### src/rtl/swl_pkg.sv
package swl_pkg;
  typedef enum logic [2:0] {
    ST_SLEEP = 3'd0,
    ST_AWAKE = 3'd1,
    ST_RXCMD = 3'd2,
    ST_BUSY  = 3'd3,
    ST_TURN  = 3'd4,
    ST_TX    = 3'd5
  } sess_st_t;

  localparam logic [7:0] FLG_CMD   = 8'h77;
  localparam logic [7:0] FLG_XMIT  = 8'h88;
  localparam logic [7:0] FLG_SLEEP = 8'hCC;
endpackage

### src/rtl/swl_interval.sv
// Up-counting interval timer: expire is raised on the LIMIT-th enabled edge
// after a restart.
module swl_interval #(
  parameter int LIMIT = 16
) (
  input  logic clk,
  input  logic rst,
  input  logic restart,
  input  logic en,
  output logic expire
);
  localparam int CW = (LIMIT > 1) ? $clog2(LIMIT) : 1;
  localparam logic [CW-1:0] LAST = CW'(LIMIT - 1);

  logic [CW-1:0] cnt;

  assign expire = en && (cnt == LAST);

  always_ff @(posedge clk) begin
    if (rst || restart) begin
      cnt <= '0;
    end else if (en && (cnt != LAST)) begin
      cnt <= cnt + 1'b1;
    end
  end
endmodule

### src/rtl/swl_flag_rx.sv
// Assembles 8-bit flag codes, first bit into bit 0.
module swl_flag_rx (
  input  logic       clk,
  input  logic       rst,
  input  logic       clr,
  input  logic       stb,
  input  logic       val,
  output logic       done,
  output logic [7:0] code
);
  logic [7:0] sr;
  logic [2:0] nbits;

  assign code = {val, sr[7:1]};
  assign done = stb && (nbits == 3'd7);

  always_ff @(posedge clk) begin
    if (rst || clr) begin
      sr    <= '0;
      nbits <= '0;
    end else if (stb) begin
      sr    <= code;
      nbits <= nbits + 1'b1;
    end
  end
endmodule

### src/rtl/swl_blk_len.sv
// Counts the bits of a command block whose first byte is its length.
module swl_blk_len #(
  parameter int MIN_BLK = 4,
  parameter int MAX_BLK = 39
) (
  input  logic clk,
  input  logic rst,
  input  logic clr,
  input  logic stb,
  input  logic val,
  output logic last
);
  localparam int BW = $clog2(MAX_BLK * 8 + 1);

  logic [BW-1:0] bitcnt;
  logic [BW-1:0] tot_bits;
  logic [7:0]    len_sr;
  logic [7:0]    len_byte;

  function automatic logic [BW-1:0] len_to_bits(input logic [7:0] c);
    int n;
    n = int'(c);
    if (n < MIN_BLK) n = MIN_BLK;
    else if (n > MAX_BLK) n = MAX_BLK;
    return BW'(n * 8);
  endfunction

  assign len_byte = {val, len_sr[7:1]};
  assign last = stb && (bitcnt >= BW'(8)) && ((bitcnt + BW'(1)) == tot_bits);

  always_ff @(posedge clk) begin
    if (rst || clr) begin
      bitcnt   <= '0;
      tot_bits <= '0;
      len_sr   <= '0;
    end else if (stb) begin
      bitcnt <= bitcnt + BW'(1);
      if (bitcnt < BW'(8)) begin
        len_sr <= len_byte;
      end
      if (bitcnt == BW'(7)) begin
        tot_bits <= len_to_bits(len_byte);
      end
    end
  end
endmodule

### src/rtl/swl_session.sv
module swl_session #(
  parameter int TIMEOUT_CYC  = 65000,
  parameter int WATCHDOG_CYC = 4000000,
  parameter int TURN_CYC     = 600,
  parameter int MIN_BLK      = 4,
  parameter int MAX_BLK      = 39
) (
  input  logic clk,
  input  logic rst,
  input  logic wake_evt,
  input  logic bit_stb,
  input  logic bit_val,
  input  logic exec_done,
  input  logic tx_done,
  output logic sess_awake,
  output logic sess_busy,
  output logic cmd_bit_vld,
  output logic cmd_bit,
  output logic cmd_go,
  output logic tx_go,
  output logic tx_status,
  output logic sleep_rst
);
  import swl_pkg::*;

  sess_st_t st, nxt;
  logic       cmd_seen;
  logic       go_cmd, go_tx;
  logic       tok;
  logic       flag_done;
  logic [7:0] flag_code;
  logic       blk_last;
  logic       to_restart, to_en, to_exp;
  logic       wd_restart, wd_en, wd_exp;
  logic       tt_restart, tt_en, tt_exp;

  // A token is a bit strobe taken while the link expects bits.
  assign tok = bit_stb && ((st == ST_AWAKE) || (st == ST_RXCMD));

  swl_flag_rx u_flag (
    .clk  (clk),
    .rst  (rst),
    .clr  (st != ST_AWAKE),
    .stb  (bit_stb && (st == ST_AWAKE)),
    .val  (bit_val),
    .done (flag_done),
    .code (flag_code)
  );

  swl_blk_len #(
    .MIN_BLK (MIN_BLK),
    .MAX_BLK (MAX_BLK)
  ) u_blk (
    .clk  (clk),
    .rst  (rst),
    .clr  (st != ST_RXCMD),
    .stb  (bit_stb && (st == ST_RXCMD)),
    .val  (bit_val),
    .last (blk_last)
  );

  // Inter-token timeout: runs only while bits are expected.
  assign to_restart = ((st == ST_SLEEP) && wake_evt) || tok ||
                      ((st == ST_BUSY) && exec_done) ||
                      ((st == ST_TX) && tx_done);
  assign to_en      = ((st == ST_AWAKE) || (st == ST_RXCMD)) && !tok;

  // Watchdog: started by wake, runs in every non-sleep state.
  assign wd_restart = (st == ST_SLEEP) && wake_evt;
  assign wd_en      = (st != ST_SLEEP);

  // Turnaround before a response.
  assign tt_restart = (st != ST_TURN);
  assign tt_en      = (st == ST_TURN);

  swl_interval #(.LIMIT(TIMEOUT_CYC)) u_tmo (
    .clk (clk), .rst (rst), .restart (to_restart), .en (to_en), .expire (to_exp)
  );

  swl_interval #(.LIMIT(WATCHDOG_CYC)) u_wdg (
    .clk (clk), .rst (rst), .restart (wd_restart), .en (wd_en), .expire (wd_exp)
  );

  swl_interval #(.LIMIT(TURN_CYC)) u_turn (
    .clk (clk), .rst (rst), .restart (tt_restart), .en (tt_en), .expire (tt_exp)
  );

  always_comb begin
    nxt    = st;
    go_cmd = 1'b0;
    go_tx  = 1'b0;
    unique case (st)
      ST_SLEEP: if (wake_evt) nxt = ST_AWAKE;
      ST_AWAKE: begin
        if (flag_done) begin
          if (flag_code == FLG_CMD)        nxt = ST_RXCMD;
          else if (flag_code == FLG_XMIT)  nxt = ST_TURN;
          else if (flag_code == FLG_SLEEP) nxt = ST_SLEEP;
        end
      end
      ST_RXCMD: begin
        if (blk_last) begin
          nxt    = ST_BUSY;
          go_cmd = 1'b1;
        end
      end
      ST_BUSY: if (exec_done) nxt = ST_AWAKE;
      ST_TURN: begin
        if (tt_exp) begin
          nxt   = ST_TX;
          go_tx = 1'b1;
        end
      end
      ST_TX:   if (tx_done) nxt = ST_AWAKE;
      default: nxt = ST_SLEEP;
    endcase
    if ((st != ST_SLEEP) && (wd_exp || to_exp)) begin
      nxt    = ST_SLEEP;
      go_cmd = 1'b0;
      go_tx  = 1'b0;
    end
  end

  always_ff @(posedge clk) begin
    if (rst) begin
      st          <= ST_SLEEP;
      cmd_seen    <= 1'b0;
      cmd_go      <= 1'b0;
      tx_go       <= 1'b0;
      tx_status   <= 1'b0;
      sleep_rst   <= 1'b0;
      cmd_bit_vld <= 1'b0;
      cmd_bit     <= 1'b0;
    end else begin
      st          <= nxt;
      cmd_go      <= go_cmd;
      tx_go       <= go_tx;
      sleep_rst   <= (st != ST_SLEEP) && (nxt == ST_SLEEP);
      cmd_bit_vld <= (st == ST_RXCMD) && bit_stb && (nxt != ST_SLEEP || blk_last) && !wd_exp;
      if (bit_stb) begin
        cmd_bit <= bit_val;
      end
      if (go_tx) begin
        tx_status <= !cmd_seen;
      end
      if (nxt == ST_SLEEP) begin
        cmd_seen <= 1'b0;
      end else if (go_cmd) begin
        cmd_seen <= 1'b1;
      end
    end
  end

  assign sess_awake = (st != ST_SLEEP);
  assign sess_busy  = (st == ST_BUSY);
endmodule

### config.mk
export PLATFORM = sky130hd
export DESIGN_NAME = swl_session
export DESIGN_NICKNAME = d
export VERILOG_FILES = /design/src/rtl/swl_pkg.sv /design/src/rtl/swl_interval.sv /design/src/rtl/swl_flag_rx.sv /design/src/rtl/swl_blk_len.sv /design/src/rtl/swl_session.sv
export SDC_FILE = /design/constraint.sdc
export NUM_CORES = 1
export LEC_CHECK = 0
export BUFFER_PORTS_ARGS = -buffer_cell sky130_fd_sc_hd__clkbuf_2
export CELL_PAD_IN_SITES_DETAIL_PLACEMENT = 1
export CELL_PAD_IN_SITES_GLOBAL_PLACEMENT = 1
export CORE_ASPECT_RATIO = 0.9
export CORE_MARGIN = 3
export CORE_UTILIZATION = 31
export DETAILED_ROUTE_END_ITERATION = 10
export GPL_ROUTABILITY_DRIVEN = 0
export PLACE_DENSITY = 0.57
export SYNTH_ARGS = -nofsm -noshare
export SYNTH_HDL_FRONTEND = slang
export SYNTH_SLANG_ARGS = --single-unit
### constraint.sdc
create_clock -name clk -period 2.48 [get_ports clk]
set_input_delay 0.124 -clock clk [delete_from_list [all_inputs] [get_ports clk]]
set_output_delay 0.124 -clock clk [all_outputs]
set_load 0.02 [all_outputs]
==> out/metrics.yaml, run 1 <==
status: "finished clean"
routed_wl_mm: 10.5
hp-class: "in2reg"
synth-compound-area-share: 0.103
die_w_um: 131
io_buffers: 14
antenna_found_initial: 0
syn_avg_cell_area_um2: 8.40
comb_power_share: 0.036
p_total_uw: 3040
nets: 546
post_cts_resized: 0
path_class: "reg2reg"
cts_root_buf: "clkbuf_16"
synth_top_cell_by_area: "dfxtp_1"
worst-slew-pin-transition_ns: 0.841
netlist_top_cells_count: "dfxtp_1, nor2_1, nand2_1"
drc_errors: 0
power.leakage_uw: 0.00170
slew_headroom: 0.439
p_int_uw: 2370
synthMuxAreaShare: 0.0323
cts_tree: "built"
start_kind: "flop"
io_pins: 15
yosysUniqueCellTypes: 56
rsz0062_at_grt: "false"
synthesis.nets: 531
grt_pass1_vias: 3507
synthSimpleGateAreaFrac: 0.288
min_period_ns: 2.20
drt_pass1_iterations: 4
synthAdderAreaFrac: 0.0231
yosysMostFrequentCell: "dfxtp_1"
ys_ff_latch: 90
yosys_warnings: 0
row_count: 40
clock_latency_ns: 0.34
period_share: 0.885
hold_buffers: 0
cts_htree_levels: 3
die_area_um2: 15400
place_inst: 688
setup_viol: 0
postSynthCellCount: 516
grt_use_total: 0.141
final_cells: 704
drv_cap: 0
seqPwrFrac: 0.478
grt_max_degree: 28
ys_seq_area_frac: 0.415
synth_area_um2: 4340
antenna_cells: 0
async_reset_ff_frac: 0
yosys.area.top_type_share: 0.415
cts.clk_slew.worst_paths_ns: 0.06
tns_ns: 0
grt_overflow_total: 0
initial_core_util: 0.321
post-cts-setup-buffers: 0
fillers: 1600
crit_arrival_ns: 2.48
hold_violations: 0
drv_slew: 0
numCtsBuffers: 9
p_per_area_nw_per_um2: 616
synthXorXnorAreaFrac: 0.107
finClkSkew_ns: 0.00454
drive_above_1_share: 0.104
cp_max_fo: 7
cp-end-kind: "flop"
cts_num_sinks: 90
synth_area_leaders: "dfxtp_1, nor2_1, xor2_1"
final_util: 0.366
dp_hpwl_mm: 7.71
required_ns: 2.76
fin_hold_ws_ns: 0.0994
ir_drop_mv: 0.339
wl_per_cell_um: 14.9
clock.fmax_mhz: 456
swShare: 0.220
core_area_um2: 13500
clkPwrFrac: 0.485
seq_area_um2: 1800
grt_first_pass_wirelength_mm: 17.5
die_h_um: 118
syn_to_final_growth_pct: 13.9
vias_per_cell: 5.07
synth_enable_flop_cells: 0
cts.path.max_buffers: 2
ant_nets: 0
multi_input_area_um2: 2400
drt_iter0_drc: 120
vias: 3566
synth_top_family_by_area: "simple AND/OR/NAND/NOR gates"
power.switching_uw: 671
synthFlopType: "dfxtp_1"
metrics by stage:
step,setup WS (ns),cell area [µm²]
detailed placement,0.273,4620
CTS,0.247,4940
global placement,0.322,4620
global route,0.106,4940
floorplan,0.419,4340
finish,0.285,4940
worst paths after layout:
| kind | startpoint | end | slack (ns) | cells after the start |
|---|---|---|---|---|
| hold / removal | bit_val | cmd_bit$_SDFFE_PP0P_ | 0.1 | 3 |
| hold reg to reg | u_blk.len_sr[1]$_SDFFE_PP0P_ | u_blk.len_sr[1]$_SDFFE_PP0P_ | 0.46 | 2 |
| setup / recovery | u_blk.bitcnt[0]$_SDFFE_PP0P_ | cmd_seen$_SDFFE_PP0P_ | 0.28 | 7 |
| setup reg to reg | u_blk.bitcnt[0]$_SDFFE_PP0P_ | cmd_seen$_SDFFE_PP0P_ | 0.28 | 7 |
critical path, stage by stage (launching register included):
cell       delay [ns]
dfxtp_1          0.46
ha_1             0.36
xnor2_1          0.16
nand3_1          0.09
or4_1            0.48
nor3_1           0.25
o2111ai_1        0.19
a21oi_2          0.14
metal layers:
layer  global-route usage  part of all wire
met4               0.0347             0.011
met2                0.216              0.46
met1                0.197              0.51
met5                    0                 0
met3               0.0371             0.025
power groups by stage:
stage	Sequential [µW]	Clock [µW]	Combinational, µW
after global placement	1490	0	110
after CTS	1460	1530	113
final	1460	1480	111
after detailed placement	1490	0	113
after floorplan	1490	0	75.7
after global routing	1460	1590	125
layout make-up:
class	count	share of cell area
inverter	11	0.00836
tap	168	0.0426
sequential	90	0.365
timing repair buffer	27	0.0339
clock buffer	10	0.0464
clock inverter	6	0.0185
multi-input combinational	392	0.486
state kept, by name, summed over array words and instances (netlist names), 3 cells and up:
| signal | flops |
|---|---|
| st | 3 |
| u_blk.bitcnt | 9 |
| u_blk.len_sr | 7 |
| u_blk.tot_bits | 6 |
| u_flag.nbits | 3 |
| u_flag.sr | 7 |
| u_tmo.cnt | 16 |
| u_turn.cnt | 10 |
| u_wdg.cnt | 22 |
cell families (layout without fill, tap and decap cells):
| group | Yosys count | count (layout) |
|---|---|---|
| adder cells (fa/ha/maj) | 8 | 8 |
| flip-flops | 90 | 90 |
| buffers and inverters | 34 | 54 |
| XOR/XNOR | 53 | 53 |
| AND/OR/NAND/NOR | 247 | 247 |
| AO/OA/AOI/OAI | 70 | 70 |
| multiplexers | 14 | 14 |
placed cells by master (no fill, tap or decap), types with 3 or more instances in the layout:
master      netlist  final
xor2_1           29     29
inv_1            11     11
a21oi_1          27     27
or3_1             8      8
nor2b_1           4      4
nor3_1           19     19
buf_4             0     13
a31o_2            3      3
ha_1              8      8
nand2_1          42     42
o21ai_0          11     11
nand4_1           7      7
nor2_1           84     84
o211ai_1          3      3
o2111ai_1         3      3
nor4_1            5      5
nand2b_1         10     10
dfxtp_1          90     90
a211oi_1          7      7
nand3_1          30     30
xnor2_1          24     24
or4_1             3      3
clkinvlp_4        0      3
and3_1           11     11
mux2i_1          14     14
nor3b_1           3      3
clkbuf_16         0      9
clkbuf_2          0     14
Power figures use the tool's default switching activity.
==> run 2: changes to the inputs <==
--- a/config.mk
+++ b/config.mk
@@ -5,15 +5,18 @@
 export SDC_FILE = /design/constraint.sdc
 export NUM_CORES = 1
 export LEC_CHECK = 0
+export ABC_AREA = 1
+export ABC_CLOCK_PERIOD_IN_PS = 2480
 export BUFFER_PORTS_ARGS = -buffer_cell sky130_fd_sc_hd__clkbuf_2
 export CELL_PAD_IN_SITES_DETAIL_PLACEMENT = 1
 export CELL_PAD_IN_SITES_GLOBAL_PLACEMENT = 1
 export CORE_ASPECT_RATIO = 0.9
 export CORE_MARGIN = 3
 export CORE_UTILIZATION = 31
+export CTS_CLUSTER_SIZE = 16
 export DETAILED_ROUTE_END_ITERATION = 10
 export GPL_ROUTABILITY_DRIVEN = 0
-export PLACE_DENSITY = 0.57
+export PLACE_DENSITY = 0.59
 export SYNTH_ARGS = -nofsm -noshare
 export SYNTH_HDL_FRONTEND = slang
 export SYNTH_SLANG_ARGS = --single-unit
==> run 2 against run 1 <==
Worst setup slack improved by 0.024 ns. Synthesized area increased by 15%. Die area increased by 14%. Global-route usage increased by 2.9 points. Wire length increased by 36%. Synthesized cell count increased by 43%. Sequential share of layout area decreased by 4.1 points. Clock-buffer cell count increased by 1. First-iteration DRC count increased by 63%. Power decreased by 0.14%. Critical endpoint is now u_wdg.cnt[12]$_SDFFE_PP0P_. Largest power group is now registers.
==> out/metrics.yaml, run 2 <==
async_reset_ff_frac: 0  # unchanged
drive_above_1_share: 0.0880  # was 0.104
synthFlopType: "dfxtp_1"  # unchanged
io_buffers: 14  # unchanged
routed_wl_mm: 14.3  # was 10.5 mm
regMostFlops: "u_wdg.cnt"  # unchanged
postSynthCellCount: 740  # was 516
yosysUniqueCellTypes: 38  # was 56
power.leakage_uw: 0.00202  # was 0.00170 µW
wl_per_cell_um: 14.9  # about the same
syn_avg_cell_area_um2: 6.72  # was 8.40 µm²
crit_arrival_ns: 2.41  # was 2.48 ns
cp_slowest_cell: "dfxtp_1"  # was or4_1
hold_violations: 0  # unchanged
cts_tree: "built"  # unchanged
yosys_warnings: 0  # unchanged
finClkSkew_ns: 0.00991  # was 0.00454 ns
post-cts-setup-buffers: 0  # unchanged
reg.largest.list: "u_wdg.cnt x22, u_tmo.cnt x16, u_turn.cnt x10"  # unchanged
drc_errors: 0  # unchanged
p_per_area_nw_per_um2: 547  # was 616 nW/µm²
grt_max_degree: 19  # was 28
io_pins: 15  # unchanged
vias_per_cell: 4.99  # was 5.07
ant_nets: 0  # unchanged
die_w_um: 139  # was 131 µm
required_ns: 2.72  # was 2.76 ns
drv_cap: 0  # unchanged
multi_input_area_um2: 2720  # was 2400 µm²
grt_first_pass_wirelength_mm: 24.9  # was 17.5 mm
drt_pass1_iterations: 4  # unchanged
r2r_setup_slack_ns: 0.31  # was 0.28 ns
grt_use_total: 0.170  # was 0.141
clock.fmax_mhz: 461  # was 456 MHz
ys_seq_area_frac: 0.363  # was 0.415
core_area_um2: 15500  # was 13500 µm²
fillers: 1996  # was 1600
fin_hold_ws_ns: 0.101  # was 0.0994 ns
status: "finished clean"  # unchanged
die_area_um2: 17600  # was 15400 µm²
die_h_um: 126  # was 118 µm
initial_core_util: 0.320  # was 0.321
place_inst: 947  # was 688
cts_htree_levels: 3  # unchanged
pre_cts_ws_ns: 0.324  # was 0.273 ns
grt_overflow_total: 0  # unchanged
p_total_uw: 3040  # about the same
crit_buf_inv: 3  # was 0
dp_hpwl_mm: 11.0  # was 7.71 mm
ys_ff_latch: 90  # unchanged
numCtsBuffers: 9  # unchanged
synthesis.nets: 755  # was 531
hold_buffers: 0  # unchanged
row_count: 43  # was 40
final_cells: 963  # was 704
tns_ns: 0  # unchanged
grt_pass1_vias: 5023  # was 3507
largest_reg_flops: 22  # unchanged
setup_viol: 0  # unchanged
antenna_cells: 0  # unchanged
antenna_found_initial: 0  # unchanged
worst-slew-pin-transition_ns: 0.521  # was 0.841 ns
fin_ws_ns: 0.309  # was 0.285 ns
rsz0062_at_grt: "false"  # unchanged
cts.clk_slew.worst_paths_ns: 0.07  # was 0.06 ns
min_period_ns: 2.17  # was 2.20 ns
drv_slew: 0  # unchanged
cpPeakStageDelay_ns: 0.39  # was 0.48 ns
cts_num_sinks: 90  # unchanged
layout_common_cells: "nand2_1, nor2_1, inv_1, dfxtp_1, a21oi_1"  # was dfxtp_1, nor2_1, nand2_1, nand3_1, xor2_1
path_cells: "ha_1, inv_1, nor3_2, nand2_1, inv_1, nand3_1, nand2_2, inv_2, nand3_1, nor2_1, o21a_1"  # was ha_1, xnor2_1, nand3_1, or4_1, nor3_1, o2111ai_1, a21oi_2
cts_root_buf: "clkbuf_16"  # unchanged
syn_to_final_growth_pct: 11.8  # was 13.9%
cp_max_fo: 18  # was 7
synth_area_leaders: "dfxtp_1, nand2_1, nor2_1"  # was dfxtp_1, nor2_1, xor2_1
post_cts_resized: 0  # unchanged
synth_enable_flop_cells: 0  # unchanged
period_share: 0.875  # was 0.885
slew_headroom: 0.651  # was 0.439
synth_top_cell_by_area: "dfxtp_1"  # unchanged
path_class: "reg2reg"  # unchanged
yosysMostFrequentCell: "nand2_1"  # was dfxtp_1
netlist_top_cells_count: "nand2_1, nor2_1, inv_1"  # was dfxtp_1, nor2_1, nand2_1
cts.path.max_buffers: 2  # unchanged
clock_latency_ns: 0.35  # was 0.34 ns
mostFrequentLayoutCell: "nand2_1"  # was dfxtp_1
nets: 771  # was 546
ir_drop_mv: 0.337  # was 0.339 mV
seq_area_um2: 1800  # unchanged
start_kind: "flop"  # unchanged
crit_family: "simple AND/OR/NAND/NOR gates"  # unchanged
yosys.area.top_type_share: 0.363  # was 0.415
drt_iter0_drc: 195  # was 120
hp-class: "in2reg"  # unchanged
synth_area_um2: 4970  # was 4340 µm²
cp-end-kind: "flop"  # unchanged
vias: 4809  # was 3566
run 2: changes by cell type in the layout (fill, tap and decap cells not counted), moves of 11 or more:
cell,delta
inv_1,+83
nand3_1,+14
mux2i_1,-14
xnor2_1,-14
a21oi_1,+28
nand2_1,+116
xor2_1,-16
nand4_1,+23
nor2_1,+11
and3_1,-11
o21ai_0,+29
run 2: report_power, final:
part	leakage, µW	total (µW)	internal [µW]	switching [µW]
Clock	0.000151	1440	832	607
Combinational	0.00114	142	35.7	106
Sequential	0.000726	1460	1450	6.24
run 2: kinds of logic after synthesis:
group                    Yosys count  synth area share
AO/OA/AOI/OAI                    118             0.130
buffers and inverters            115            0.0911
adder cells (fa/ha/maj)            8            0.0201
AND/OR/NAND/NOR                  386             0.355
flip-flops                        90             0.363
XOR/XNOR                          23            0.0405
run 2: through the flow:
step | instance area (µm²) | utilization
floorplan | 4970 | -
global placement | 5250 | 0.338
detailed placement | 5250 | 0.338
CTS | 5560 | 0.357
global route | 5560 | 0.357
finish | 5560 | 0.357
run 2: worst register-to-register path: cells and delay by family (launching register included):
family          cells  cell delay, ns
simple gates        6            0.82
buf+inv             3            0.42
flops               1            0.39
fa+ha+maj           1            0.27
compound gates      1            0.16
run 2: layer usage:
layer / global-route usage / vias to the layer above / share of wire
li1: - / 2458 / -
met1: 0.221 / 2299 / 0.49
met2: 0.288 / 37 / 0.47
met3: 0.0334 / 15 / 0.021
met4: 0.0501 / 0 / 0.015
met5: 0 / - / 0
run 2: worst paths after layout:
check | to | depth (start not counted) | from
worst min-delay path | cmd_bit$_SDFFE_PP0P_ | 3 | bit_val
worst min register to register | u_blk.tot_bits[3]$_SDFFE_PP0P_ | 2 | u_blk.tot_bits[3]$_SDFFE_PP0P_
worst max-delay path | u_wdg.cnt[12]$_SDFFE_PP0P_ | 11 | u_wdg.cnt[0]$_SDFFE_PP0P_
worst max register to register | u_wdg.cnt[12]$_SDFFE_PP0P_ | 11 | u_wdg.cnt[0]$_SDFFE_PP0P_
run 2: layout make-up:
cell class | instances | area share
Sequential cell | 90 | 0.324
Inverter | 102 | 0.0689
Multi-Input combinational cell | 535 | 0.489
Timing Repair Buffer | 18 | 0.0180
Tap cell | 202 | 0.0455
Clock inverter | 5 | 0.00946
Clock buffer | 11 | 0.0455
